===== src/rtl/mc_ctrl_pkg.sv =====
package mc_ctrl_pkg;

  localparam int OP_W = 6;
  localparam int ST_W = 4;

  typedef enum logic [ST_W-1:0] {
    ST_FETCH    = 4'b0000,
    ST_DECODE   = 4'b0001,
    ST_BRANCH   = 4'b0011,
    ST_R_EXEC   = 4'b0100,
    ST_R_WB     = 4'b0101,
    ST_ORI_EXEC = 4'b0110,
    ST_ORI_WB   = 4'b0111,
    ST_LW_ADDR  = 4'b1000,
    ST_LW_MEM   = 4'b1001,
    ST_LW_WB    = 4'b1010,
    ST_SW_ADDR  = 4'b1011,
    ST_SW_MEM   = 4'b1100
  } mc_state_e;

  localparam logic [OP_W-1:0] OP_RTYPE = 6'b000000;
  localparam logic [OP_W-1:0] OP_BEQ   = 6'b000100;
  localparam logic [OP_W-1:0] OP_ORI   = 6'b001101;
  localparam logic [OP_W-1:0] OP_LW    = 6'b100011;
  localparam logic [OP_W-1:0] OP_SW    = 6'b101011;

  typedef enum logic [1:0] {
    ALU_ADD   = 2'b00,
    ALU_OR    = 2'b01,
    ALU_FUNCT = 2'b11
  } alu_fn_e;

  typedef struct packed {
    logic    ir_en;
    logic    a_en;
    logic    b_en;
    logic    e_en;
    logic    s_en;
    logic    m_en;
    logic    pc_en;
    logic    pc_br;
    alu_fn_e alu_fn;
    logic    alu_imm;
    logic    ext_sign;
    logic    mem_rd;
    logic    mem_wr;
    logic    reg_wr;
    logic    wb_mem;
    logic    dst_rd;
  } mc_ctrl_t;

endpackage


===== src/rtl/mc_rst_sync.sv =====
module mc_rst_sync #(
  parameter int STAGES = 2
) (
  input  logic clk,
  input  logic rst_n,
  output logic rst_n_sync
);
  logic [STAGES-1:0] chain_q;

  always_ff @(posedge clk or negedge rst_n) begin
    if (!rst_n) chain_q <= '0;
    else        chain_q <= {chain_q[STAGES-2:0], 1'b1};
  end

  assign rst_n_sync = chain_q[STAGES-1];
endmodule


===== src/rtl/mc_next_state.sv =====
module mc_next_state
  import mc_ctrl_pkg::*;
(
  input  mc_state_e       state,
  input  logic [OP_W-1:0] opcode,
  input  logic            mem_wait,
  output mc_state_e       state_nxt
);
  always_comb begin
    state_nxt = ST_FETCH;
    unique case (state)
      ST_FETCH:    state_nxt = mem_wait ? ST_FETCH : ST_DECODE;
      ST_DECODE: begin
        case (opcode)
          OP_BEQ:   state_nxt = ST_BRANCH;
          OP_RTYPE: state_nxt = ST_R_EXEC;
          OP_ORI:   state_nxt = ST_ORI_EXEC;
          OP_LW:    state_nxt = ST_LW_ADDR;
          OP_SW:    state_nxt = ST_SW_ADDR;
          default:  state_nxt = ST_FETCH;
        endcase
      end
      ST_BRANCH:   state_nxt = ST_FETCH;
      ST_R_EXEC:   state_nxt = ST_R_WB;
      ST_R_WB:     state_nxt = ST_FETCH;
      ST_ORI_EXEC: state_nxt = ST_ORI_WB;
      ST_ORI_WB:   state_nxt = ST_FETCH;
      ST_LW_ADDR:  state_nxt = ST_LW_MEM;
      ST_LW_MEM:   state_nxt = mem_wait ? ST_LW_MEM : ST_LW_WB;
      ST_LW_WB:    state_nxt = ST_FETCH;
      ST_SW_ADDR:  state_nxt = ST_SW_MEM;
      ST_SW_MEM:   state_nxt = mem_wait ? ST_SW_MEM : ST_FETCH;
      default:     state_nxt = ST_FETCH;
    endcase
  end
endmodule


===== src/rtl/mc_state_reg.sv =====
module mc_state_reg
  import mc_ctrl_pkg::*;
(
  input  logic      clk,
  input  logic      rst_n,
  input  mc_state_e state_nxt,
  output mc_state_e state_q
);
  always_ff @(posedge clk or negedge rst_n) begin
    if (!rst_n) state_q <= ST_FETCH;
    else        state_q <= state_nxt;
  end
endmodule


===== src/rtl/mc_out_decode.sv =====
module mc_out_decode
  import mc_ctrl_pkg::*;
(
  input  mc_state_e state,
  input  logic      mem_wait,
  input  logic      eq,
  output mc_ctrl_t  ctl
);
  logic mem_done;
  assign mem_done = ~mem_wait;

  always_comb begin
    ctl = '0;
    case (state)
      ST_FETCH: begin
        ctl.mem_rd = 1'b1;
        ctl.ir_en  = mem_done;
      end
      ST_DECODE: begin
        ctl.a_en = 1'b1;
        ctl.b_en = 1'b1;
        ctl.e_en = 1'b1;
      end
      ST_BRANCH: begin
        ctl.pc_en = 1'b1;
        ctl.pc_br = eq;
      end
      ST_R_EXEC: begin
        ctl.s_en   = 1'b1;
        ctl.alu_fn = ALU_FUNCT;
      end
      ST_R_WB: begin
        ctl.reg_wr = 1'b1;
        ctl.pc_en  = 1'b1;
        ctl.dst_rd = 1'b1;
      end
      ST_ORI_EXEC: begin
        ctl.s_en    = 1'b1;
        ctl.alu_fn  = ALU_OR;
        ctl.alu_imm = 1'b1;
      end
      ST_ORI_WB: begin
        ctl.reg_wr = 1'b1;
        ctl.pc_en  = 1'b1;
      end
      ST_LW_ADDR, ST_SW_ADDR: begin
        ctl.s_en     = 1'b1;
        ctl.alu_fn   = ALU_ADD;
        ctl.alu_imm  = 1'b1;
        ctl.ext_sign = 1'b1;
      end
      ST_LW_MEM: begin
        ctl.mem_rd = 1'b1;
        ctl.m_en   = mem_done;
      end
      ST_LW_WB: begin
        ctl.reg_wr = 1'b1;
        ctl.pc_en  = 1'b1;
        ctl.wb_mem = 1'b1;
      end
      ST_SW_MEM: begin
        ctl.mem_wr = 1'b1;
        ctl.pc_en  = mem_done;
      end
      default: ctl = '0;
    endcase
  end
endmodule


===== src/rtl/mc_ctrl_fsm.sv =====
module mc_ctrl_fsm
  import mc_ctrl_pkg::*;
#(
  parameter int RST_STAGES = 2
) (
  input  logic            clk,
  input  logic            rst_n,
  input  logic [OP_W-1:0] opcode_i,
  input  logic            eq_i,
  input  logic            mem_wait_i,
  output logic [ST_W-1:0] state_o,
  output logic            ir_en_o,
  output logic            a_en_o,
  output logic            b_en_o,
  output logic            e_en_o,
  output logic            s_en_o,
  output logic            m_en_o,
  output logic            pc_en_o,
  output logic            pc_br_o,
  output logic [1:0]      alu_fn_o,
  output logic            alu_imm_o,
  output logic            ext_sign_o,
  output logic            mem_rd_o,
  output logic            mem_wr_o,
  output logic            reg_wr_o,
  output logic            wb_mem_o,
  output logic            dst_rd_o
);
  logic      rst_n_core;
  mc_state_e state_q;
  mc_state_e state_nxt;
  mc_ctrl_t  ctl;

  mc_rst_sync #(.STAGES(RST_STAGES)) u_rst_sync (
    .clk        (clk),
    .rst_n      (rst_n),
    .rst_n_sync (rst_n_core)
  );

  mc_next_state u_next (
    .state     (state_q),
    .opcode    (opcode_i),
    .mem_wait  (mem_wait_i),
    .state_nxt (state_nxt)
  );

  mc_state_reg u_sreg (
    .clk       (clk),
    .rst_n     (rst_n_core),
    .state_nxt (state_nxt),
    .state_q   (state_q)
  );

  mc_out_decode u_dec (
    .state    (state_q),
    .mem_wait (mem_wait_i),
    .eq       (eq_i),
    .ctl      (ctl)
  );

  assign state_o    = state_q;
  assign ir_en_o    = ctl.ir_en;
  assign a_en_o     = ctl.a_en;
  assign b_en_o     = ctl.b_en;
  assign e_en_o     = ctl.e_en;
  assign s_en_o     = ctl.s_en;
  assign m_en_o     = ctl.m_en;
  assign pc_en_o    = ctl.pc_en;
  assign pc_br_o    = ctl.pc_br;
  assign alu_fn_o   = ctl.alu_fn;
  assign alu_imm_o  = ctl.alu_imm;
  assign ext_sign_o = ctl.ext_sign;
  assign mem_rd_o   = ctl.mem_rd;
  assign mem_wr_o   = ctl.mem_wr;
  assign reg_wr_o   = ctl.reg_wr;
  assign wb_mem_o   = ctl.wb_mem;
  assign dst_rd_o   = ctl.dst_rd;
endmodule


===== config.mk =====
export PLATFORM = sky130hd
export DESIGN_NAME = mc_ctrl_fsm
export DESIGN_NICKNAME = d
export VERILOG_FILES = /design/src/rtl/mc_ctrl_pkg.sv /design/src/rtl/mc_rst_sync.sv /design/src/rtl/mc_next_state.sv /design/src/rtl/mc_state_reg.sv /design/src/rtl/mc_out_decode.sv /design/src/rtl/mc_ctrl_fsm.sv
export SDC_FILE = /design/constraint.sdc
export NUM_CORES = 1
export LEC_CHECK = 0
export ABC_AREA = 0
export BUFFER_PORTS_ARGS = -buffer_cell sky130_fd_sc_hd__buf_4
export CORE_AREA = 2 2 39 41
export DETAILED_ROUTE_END_ITERATION = 6
export DIE_AREA = 0 0 41 43
export GPL_TIMING_DRIVEN = 0
export PLACE_DENSITY = 0.77
export SYNTH_ARGS = -nofsm -noshare
export SYNTH_HDL_FRONTEND = slang
export SYNTH_SLANG_ARGS = --single-unit

===== constraint.sdc =====
create_clock -name clk -period 1.7 [get_ports clk]
set_input_delay 0.085 -clock clk [delete_from_list [all_inputs] [get_ports clk]]
set_output_delay 0.085 -clock clk [all_outputs]
set_load 0.01 [all_outputs]

## Yosys cells after proc, flatten, opt, wreduce, memory -nomap -nowiden

Index checks and enable logic that the tools add are counted.

| cells by class | value |
|---|---|
| bitwise gates (word level) | 1 |
| muxes and demuxes | 19 |
| equal/unequal tests | 15 |
| reductions and logical operators | 8 |

Operators with widths:

| cell | number |
|---|---|
| 4-bit one-hot mux with 8 select lines | 1 |
| 4-bit equality test (second input constant) | 5 |
| 4-bit one-hot mux with 5 select lines | 1 |
| 4-bit by 3-bit equality test with 1-bit output (second input constant) | 4 |
| 6-bit equality test (second input constant) | 2 |
| 1-bit 2-to-1 mux | 12 |
| 4-bit OR reduction | 2 |
| 6-bit by 3-bit equality test with 1-bit output (second input constant) | 1 |
| 6-bit by 4-bit equality test with 1-bit output (second input constant) | 1 |
| 6-bit logical NOT | 1 |
| 3-bit OR reduction | 2 |
| 4-bit by 1-bit equality test with 1-bit output (second input constant) | 1 |
| 4-bit by 2-bit equality test with 1-bit output (second input constant) | 1 |
| 4-bit logical NOT | 1 |
| 4-bit 2-to-1 mux | 1 |
| 2-bit one-hot mux with 2 select lines | 1 |
| 2-bit OR reduction | 2 |
| 3-bit 2-to-1 mux | 1 |
| 2-bit 2-to-1 mux | 1 |
| 1-bit one-hot mux with 2 select lines | 1 |
| 1-bit NOT | 1 |

| word-level totals | value |
|---|---|
| flip-flop bits (word level) | 6 |
| output and inout bits | 21 |
| logic and storage cells | 45 |
| input port bits | 10 |

## Logic depth before layout (Yosys ltp)

Gate-level depths: netlist of run 1.

| logic depth | value |
|---|---|
| depth in word-level cells | 3 |
| mapped depth | 5 |
| mapped depth without buffers | 4 |

## Cells and area by module

From an unflattened synthesis of run 1, not the netlist that was laid out.

| second synthesis, totals | value |
|---|---|
| cell total of the unflattened synthesis | 79 |
| area total of the unflattened synthesis | 644.4 µm² |

Modules (own cells, without submodules):

| module | area an instance (µm²) | cells an instance | sequential area each (µm²) | times used |
|---|---|---|---|---|
| mc_next_state | 246.5 | 36 | 0.0 | 1 |
| mc_out_decode | 244.0 | 36 | 0.0 | 1 |
| mc_state_reg | 100.1 | 4 | 100.1 | 1 |
| mc_rst_sync | 53.8 | 3 | 50.0 | 1 |

## Worst setup path before layout of run 1

Ideal clock, no wire load.

| path | value |
|---|---|
| kind | register to output |
| from | register u_sreg.state_q[1] |
| to | output b_en_o |
| path buffers | 2 |
| setup slack | 0.295 ns |
| data required time | 1.615 ns |
| arrival time | 1.320 ns |
| cell stages (with the launch flop) | 6 |
| cells stage by stage | dfrtp_1 > buf_2 > inv_2 > nand2_1 > nor3_1 > buf_4 |

| between the ends | value |
|---|---|
| longest elaborated chain between the ends | 2 |

Ends and longest elaborated chain:

| what | RTL line | RTL |
|---|---|---|
| from (decl) | mc_state_reg.sv:7 | `output mc_state_e state_q` |
| from (signal assigned) | mc_state_reg.sv:11 | `else state_q <= state_nxt;` |
| 4-bit by 1-bit equality test with 1-bit output | mc_out_decode.sv:14 | `case (state)` |
| 3-bit 2-to-1 mux | mc_out_decode.sv:14 |  |
| to (decl) | mc_ctrl_fsm.sv:14 | `output logic b_en_o,` |

Every way passes these cells.

## Worst setup path after layout of run 1

| path | value |
|---|---|
| from | register u_sreg.state_q[3] |
| to | output s_en_o |

| between the ends | value |
|---|---|
| longest elaborated chain between the ends | 3 |
| elaborated cells between the ends (all ways) | 6 |
| those cells by class | eq/ne: 4; mux: 1; reduce/logical: 1 |

Ends and longest elaborated chain:

| what | RTL line | RTL |
|---|---|---|
| 4-bit by 3-bit equality test with 1-bit output / 4-bit equality test (equally long branches) | mc_out_decode.sv:14 |  |
| 4-bit OR reduction (no source line) * | -- |  |
| 1-bit 2-to-1 mux * | mc_out_decode.sv:14 |  |
| to (decl) | mc_ctrl_fsm.sv:16 | `output logic s_en_o,` |

Mark *: on every way between the ends. The rest lies on a longest branch, timed or not.

==> results.json, run 1 <==
{
  "crit_required_ns": 1.62,
  "syn_nets": 83,
  "arrival_ns": 1.52,
  "fin_crit_sh_pct": 94.3,
  "power.total_mw": 1.47,
  "core-area_mm2": 0.00138,
  "multi_input_area_um2": 340,
  "dp_hpwl_um": 1290,
  "grt_max_degree": 11,
  "synth-edff-count": 0,
  "ys_async_sr_fraction_pct": 100,
  "status": "complete, no violations",
  "synthesis.area_um2": 531,
  "yosys.cell_count.top_type": "nand2_1",
  "start_util_pct": 38.3,
  "period_needed_ns": 1.60,
  "critPathSlowestCell": "dfrtp_1",
  "n_fill_cell": 151,
  "synth_common_cells": "nand2_1 (9), nor2_1 (7), dfrtp_1 (6)",
  "synth_largest_area_cell": "dfrtp_1",
  "ios": 31,
  "synth_top_area_share_pct": 28.3,
  "crit_family": "flip-flops",
  "worst-path-max-fanout": 10,
  "die_area_mm2": 0.00176,
  "final_nets": 119,
  "synth_cell_types": 34,
  "cts_tree": "done",
  "dr.pass1.iters": 4,
  "wl_um": 1610,
  "crit_buf_inv": 2,
  "slowest_delay_ns": 0.44,
  "clock.fmax_mhz": 624,
  "critPathLaunchType": "flip-flop",
  "clock_path_buffers": 2,
  "timing_hold_violations_final": 0,
  "antenna_found_initial": 0,
  "grt_pass1_wl_um": 2430,
  "placed_area_um2": 776,
  "end_kind": "output pin",
  "timing.final.max_slew_violations": 0,
  "setup_viol": 0,
  "die_h_um": 43,
  "grt_pass1_vias": 602,
  "num_antenna_cells": 0,
  "gp_congestion": 0.861,
  "die_w_um": 41,
  "root_buffer": "clkbuf_4",
  "rsz0062_at_grt": "false",
  "regArea_um2": 151,
  "numPortBuffers": 30,
  "fin_area_um2": 818,
  "fin_skew_ns": 0.00198,
  "hp-class": "reg -> async",
  "drt_iter0_drc": 7,
  "clk_pin_slew_ns": 0.04,
  "syn_inst": 73,
  "grt_usage_pct": 19.6,
  "syn_area_per_cell_um2": 7.27,
  "final_layout_size_suffix_gt1_share_pct": 41.1,
  "clkSinkCount": 6,
  "fin_util_pct": 59.1,
  "ys.flop_type": "dfrtp_1",
  "cts_made_buffers": 3,
  "htreeDepth": 1,
  "via_count": 657,
  "wl_per_cell_um": 13.1,
  "tns_ns": 0,
  "power.density_mw_per_mm2": 1790,
  "drt.antenna.violating_nets": 0,
  "gr-total-overflow": 0,
  "power.leakage_nw": 0.423,
  "path_cells": "clkbuf_2 > and2b_1 > a21oi_1 > o22ai_1 > buf_4",
  "synth.area.top_cells": "dfrtp_1 (28%), nand2_1 (6.4%), nor2_1 (5.0%), a21oi_1 (3.8%), nor3_1 (3.8%)",
  "avgViaCountPerCell": 5.34,
  "clock_latency_ns": 0.24,
  "post_cts.repair.setup_buffers": 0,
  "ir_drop_uv": 1030,
  "synth_seq_area_share_pct": 28.3,
  "yosys_warnings": 0,
  "drv_cap": 0,
  "crit_type": "reg -> out",
  "area_growth_pct": 54.2,
  "drc_errors": 0,
  "rows": 14,
  "ys_ff_latch": 6
}
flip-flops by register name (all words and copies together) (netlist names):
name and cells:
u_rst_sync.chain_q 2, u_sreg.state_q 4
per-stage QoR:
step,instances,setup slack (ns),hold WS (ns)
after floorplan,73,0.295,-0.211
after global placement,119,0.256,-0.133
after detailed placement,119,0.242,-0.132
after CTS,123,0.0553,0.0613
after global routing,123,0.0123,0.0704
final,123,0.0969,0.0537
cell families after synthesis:
logic type	share of synthesized area, %
multiplexers	1.89
AND/OR/NAND/NOR	34.0
AO/OA/AOI/OAI	26.7
flip-flops	28.3
other	0.707
buffers and inverters	8.49
where the power goes:
| group | switching (mW) | internal, mW | total [mW] |
|---|---|---|---|
| Sequential | 0.0689 | 0.192 | 0.261 |
| Clock | 0.0466 | 0.0795 | 0.126 |
| Combinational | 0.574 | 0.506 | 1.08 |
layout make-up:
type / instances / area share (%)
repair buffers: 31 / 28.7
inverters: 3 / 1.38
plain buffers: 6 / 4.59
well taps: 16 / 2.45
multi-input cells: 58 / 41.6
clock buffers: 3 / 2.75
flip-flops and latches: 6 / 18.5
cells in the final DEF (no fill, tap or decap), drive strengths merged:
| cell | instances |
|---|---|
| mux2i | 1 |
| nor4b | 1 |
| nor2 | 7 |
| a31oi | 2 |
| dlygate4sd3 | 1 |
| nor2b | 1 |
| nand3 | 2 |
| clkbuf | 5 |
| a22o | 1 |
| or3 | 1 |
| and2b | 1 |
| and3b | 1 |
| a21o | 1 |
| inv | 3 |
| a22oi | 1 |
| buf | 34 |
| nand2 | 9 |
| and3 | 1 |
| o211ai | 1 |
| a211oi | 2 |
| nor3 | 4 |
| o21ai | 4 |
| a21oi | 4 |
| dfrtp | 6 |
| or4 | 1 |
| conb | 1 |
| nand2b | 3 |
| a211o | 1 |
| o22ai | 3 |
| nor4 | 2 |
| a221o | 1 |
| nor3b | 1 |
worst register-to-register path, cell delays in order, from the launching register on:
cell and delay [ns]:
dfrtp_1 0.44, or4_1 0.56, a211oi_2 0.15, a31oi_1 0.06
o21ai_1 0.16
timing repair:
action	4_1_cts	5_1_grt
resized for setup	1	3
setup endpoints to repair	2	4
hold buffers	1	0
hold endpoints to repair	2	0
path summary, 6_finish.rpt:
| kind | startpoint | end | slack [ns] | cells past startpoint |
|---|---|---|---|---|
| worst max-delay path | u_sreg.state_q[3] | s_en_o | 0.1 | 5 |
| worst min-delay path | u_rst_sync.chain_q[1] | u_sreg.state_q[3] | 0.05 | 0 |
| worst max register to register | u_sreg.state_q[2] | u_sreg.state_q[2] | 0.24 | 4 |
| worst min register to register | u_rst_sync.chain_q[1] | u_sreg.state_q[3] | 0.05 | 0 |
| max in group asynchronous | rst_n | u_rst_sync.chain_q[0] | 1.44 | 2 |
| min in group clk | mem_wait_i | u_sreg.state_q[2] | 0.26 | 3 |
metal layers:
layer | track usage (%) | up-vias | share of wire (%)
met3 | 0.524 | 2 | 5.4
met2 | 31.6 | 28 | 50
li1 | - | 331 | -
met5 | 0 | - | 0
met1 | 24.8 | 296 | 44
met4 | 10.7 | 0 | 0.56
Note: power is estimated with default switching activity, not from simulation.
==> inputs of run 2 (changes only) <==
--- a/config.mk
+++ b/config.mk
@@ -7,9 +7,10 @@
 export LEC_CHECK = 0
 export ABC_AREA = 0
 export BUFFER_PORTS_ARGS = -buffer_cell sky130_fd_sc_hd__buf_4
-export CORE_AREA = 2 2 39 41
+export CORE_AREA = 5 5 42 44
+export CTS_BUF_LIST = sky130_fd_sc_hd__clkbuf_8
 export DETAILED_ROUTE_END_ITERATION = 6
-export DIE_AREA = 0 0 41 43
+export DIE_AREA = 0 0 47 49
 export GPL_TIMING_DRIVEN = 0
 export PLACE_DENSITY = 0.77
 export SYNTH_ARGS = -nofsm -noshare
==> constraint.sdc (replaced) <==
create_clock -name clk -period 1.7 [get_ports clk]
set_input_delay 0.255 -clock clk [delete_from_list [all_inputs] [get_ports clk]]
set_output_delay 0.255 -clock clk [all_outputs]
set_load 0.01 [all_outputs]
==> run 2 against run 1 <==
  * Critical path depth stayed put
  * Core utilization is 4.1 points higher
  * Global-route usage is 4.3 points lower
  * Clock power is 68% higher
  * Die area is 31% higher
  * Power is 13% higher
  * Combinational power is 8% higher
  * Non-clock buffer count stayed put
  * Register-to-register slack hardly changed
  * Worst hold slack better by 0.0010 ns
  * Cell area is 8.3% higher
  * First-iteration DRC count is 86% higher
  * Critical path type unchanged
  * Largest power group unchanged
==> results.json, run 2 (same netlist as run 1, synthesis figures left out) <==
{
  "arrival_ns": 1.40,
  "crit_required_ns": 1.44,
  "tns_ns": 0,
  "fin_crit_sh_pct": 97.4,
  "ios": 31,
  "antenna_found_initial": 0,
  "n_fill_cell": 137,
  "multi_input_area_um2": 369,
  "clkSinkCount": 6,
  "placed_area_um2": 776,
  "gr-total-overflow": 0,
  "wl_per_cell_um": 13.2,
  "dp_hpwl_um": 1260,
  "clock.fmax_mhz": 604,
  "drt_iter0_drc": 13,
  "post-place-cells": 119,
  "ir_drop_uv": 853,
  "die_area_mm2": 0.00230,
  "power.total_mw": 1.66,
  "reg_top3": "u_sreg.state_q x4, u_rst_sync.chain_q x2",
  "dp_slack_ns": 0.111,
  "crit_type": "reg -> out",
  "grt_usage_pct": 15.2,
  "drc_errors": 0,
  "setup_viol": 0,
  "grt_pass1_vias": 633,
  "grt_max_degree": 11,
  "end_kind": "output pin",
  "core-area_mm2": 0.00140,
  "cts_tree": "done",
  "largest_reg_flops": 4,
  "regArea_um2": 153,
  "area_growth_pct": 67.0,
  "final_layout_size_suffix_gt1_share_pct": 46.7,
  "largest_register": "u_sreg.state_q",
  "die_h_um": 49,
  "rrSetupSlack_ns": 0.25,
  "drt.antenna.violating_nets": 0,
  "die_w_um": 47,
  "clock_path_buffers": 2,
  "worstReg2RegStart": "u_sreg.state_q[2]",
  "cts_made_buffers": 3,
  "num_antenna_cells": 0,
  "startpoint": "u_sreg.state_q[3]",
  "rsz0062_at_grt": "true",
  "hp-class": "reg -> async",
  "avgViaCountPerCell": 5.46,
  "rows": 14,
  "grt_pass1_wl_um": 2680,
  "timing_hold_violations_final": 0,
  "clk_pin_slew_ns": 0.03,
  "rr_worst_depth": 4,
  "timing.final.max_slew_violations": 0,
  "clock_latency_ns": 0.22,
  "start_util_pct": 37.9,
  "fin_ws_ns": 0.0447,
  "final_cell_mix": "buf_4 (33), nand2_1 (8), nor2_1 (6)",
  "drv_cap": 0,
  "final_common_cell": "buf_4",
  "fin_area_um2": 886,
  "power.density_mw_per_mm2": 1870,
  "via_count": 672,
  "period_needed_ns": 1.66,
  "numPortBuffers": 30,
  "critPathSlowestCell": "dfrtp_2",
  "power.leakage_nw": 0.437,
  "status": "complete, no violations",
  "final_nets": 119,
  "dr.pass1.iters": 4,
  "slowest_delay_ns": 0.45,
  "post_cts.repair.setup_buffers": 0,
  "gp_congestion": 0.775,
  "worst-path-max-fanout": 10,
  "finalNonFillerCells": 123,
  "htreeDepth": 1,
  "root_buffer": "clkbuf_8",
  "wl_um": 1630,
  "fin_skew_ns": 0.000935,
  "critPathLaunchType": "flip-flop",
  "r2r_end": "u_sreg.state_q[2]",
  "path_cells": "buf_8 > and2b_1 > a21oi_1 > o22ai_1 > buf_4"
}
## run 2: worst max path at each step
stage,end,cells past startpoint
CTS,s_en_o,5
finish,alu_imm_o,5
global placement,s_en_o,5
detailed placement,b_en_o,6
floorplan,b_en_o,5
global route,pc_en_o,4
## run 2: power by group
group	switching (mW)	total, mW	internal [mW]
clock network	0.0599	0.212	0.152
logic	0.613	1.17	0.561
registers	0.0811	0.276	0.194
## run 2: through the flow
step | util (%) | hold WS [ns]
after global routing | 63.2 | 0.0715
final | 63.2 | 0.0547
after floorplan | - | -0.0406
after CTS | 61.5 | 0.0596
after detailed placement | 55.4 | 0.0397
after global placement | 55.4 | 0.0388
## run 2: cell type report
class	instances	share of cell area, %
Multi-Input combinational cell	58	41.7
Inverter	3	1.55
Clock buffer	3	4.66
Tap cell	16	2.26
Sequential cell	6	17.2
Buffer	6	6.07
Timing Repair Buffer	31	26.6
## run 2: repair_timing
| item | 4_1_cts | 5_1_grt |
|---|---|---|
| hold buffers | 1 | 0 |
| pin swaps | 1 | 2 |
| endpoints found under the setup margin | 8 | 9 |
| endpoints found under the hold margin | 2 | 0 |
| resized for setup | 10 | 9 |
## run 2: metal layers
layer	vias up	GRT usage (%)	wire [um]
met5	-	0	0
met4	0	2.76	12
met3	2	4.43	126
met2	26	22.6	784
met1	309	21.7	703
li1	335	-	-
## run 2: worst max-delay path, delay by kind of cell (launching register included)
family | cells | cell delay, ns
AO/OA/AOI/OAI | 2 | 0.24
buffers and inverters | 2 | 0.30
flip-flops | 1 | 0.45
AND/OR/NAND/NOR | 1 | 0.18
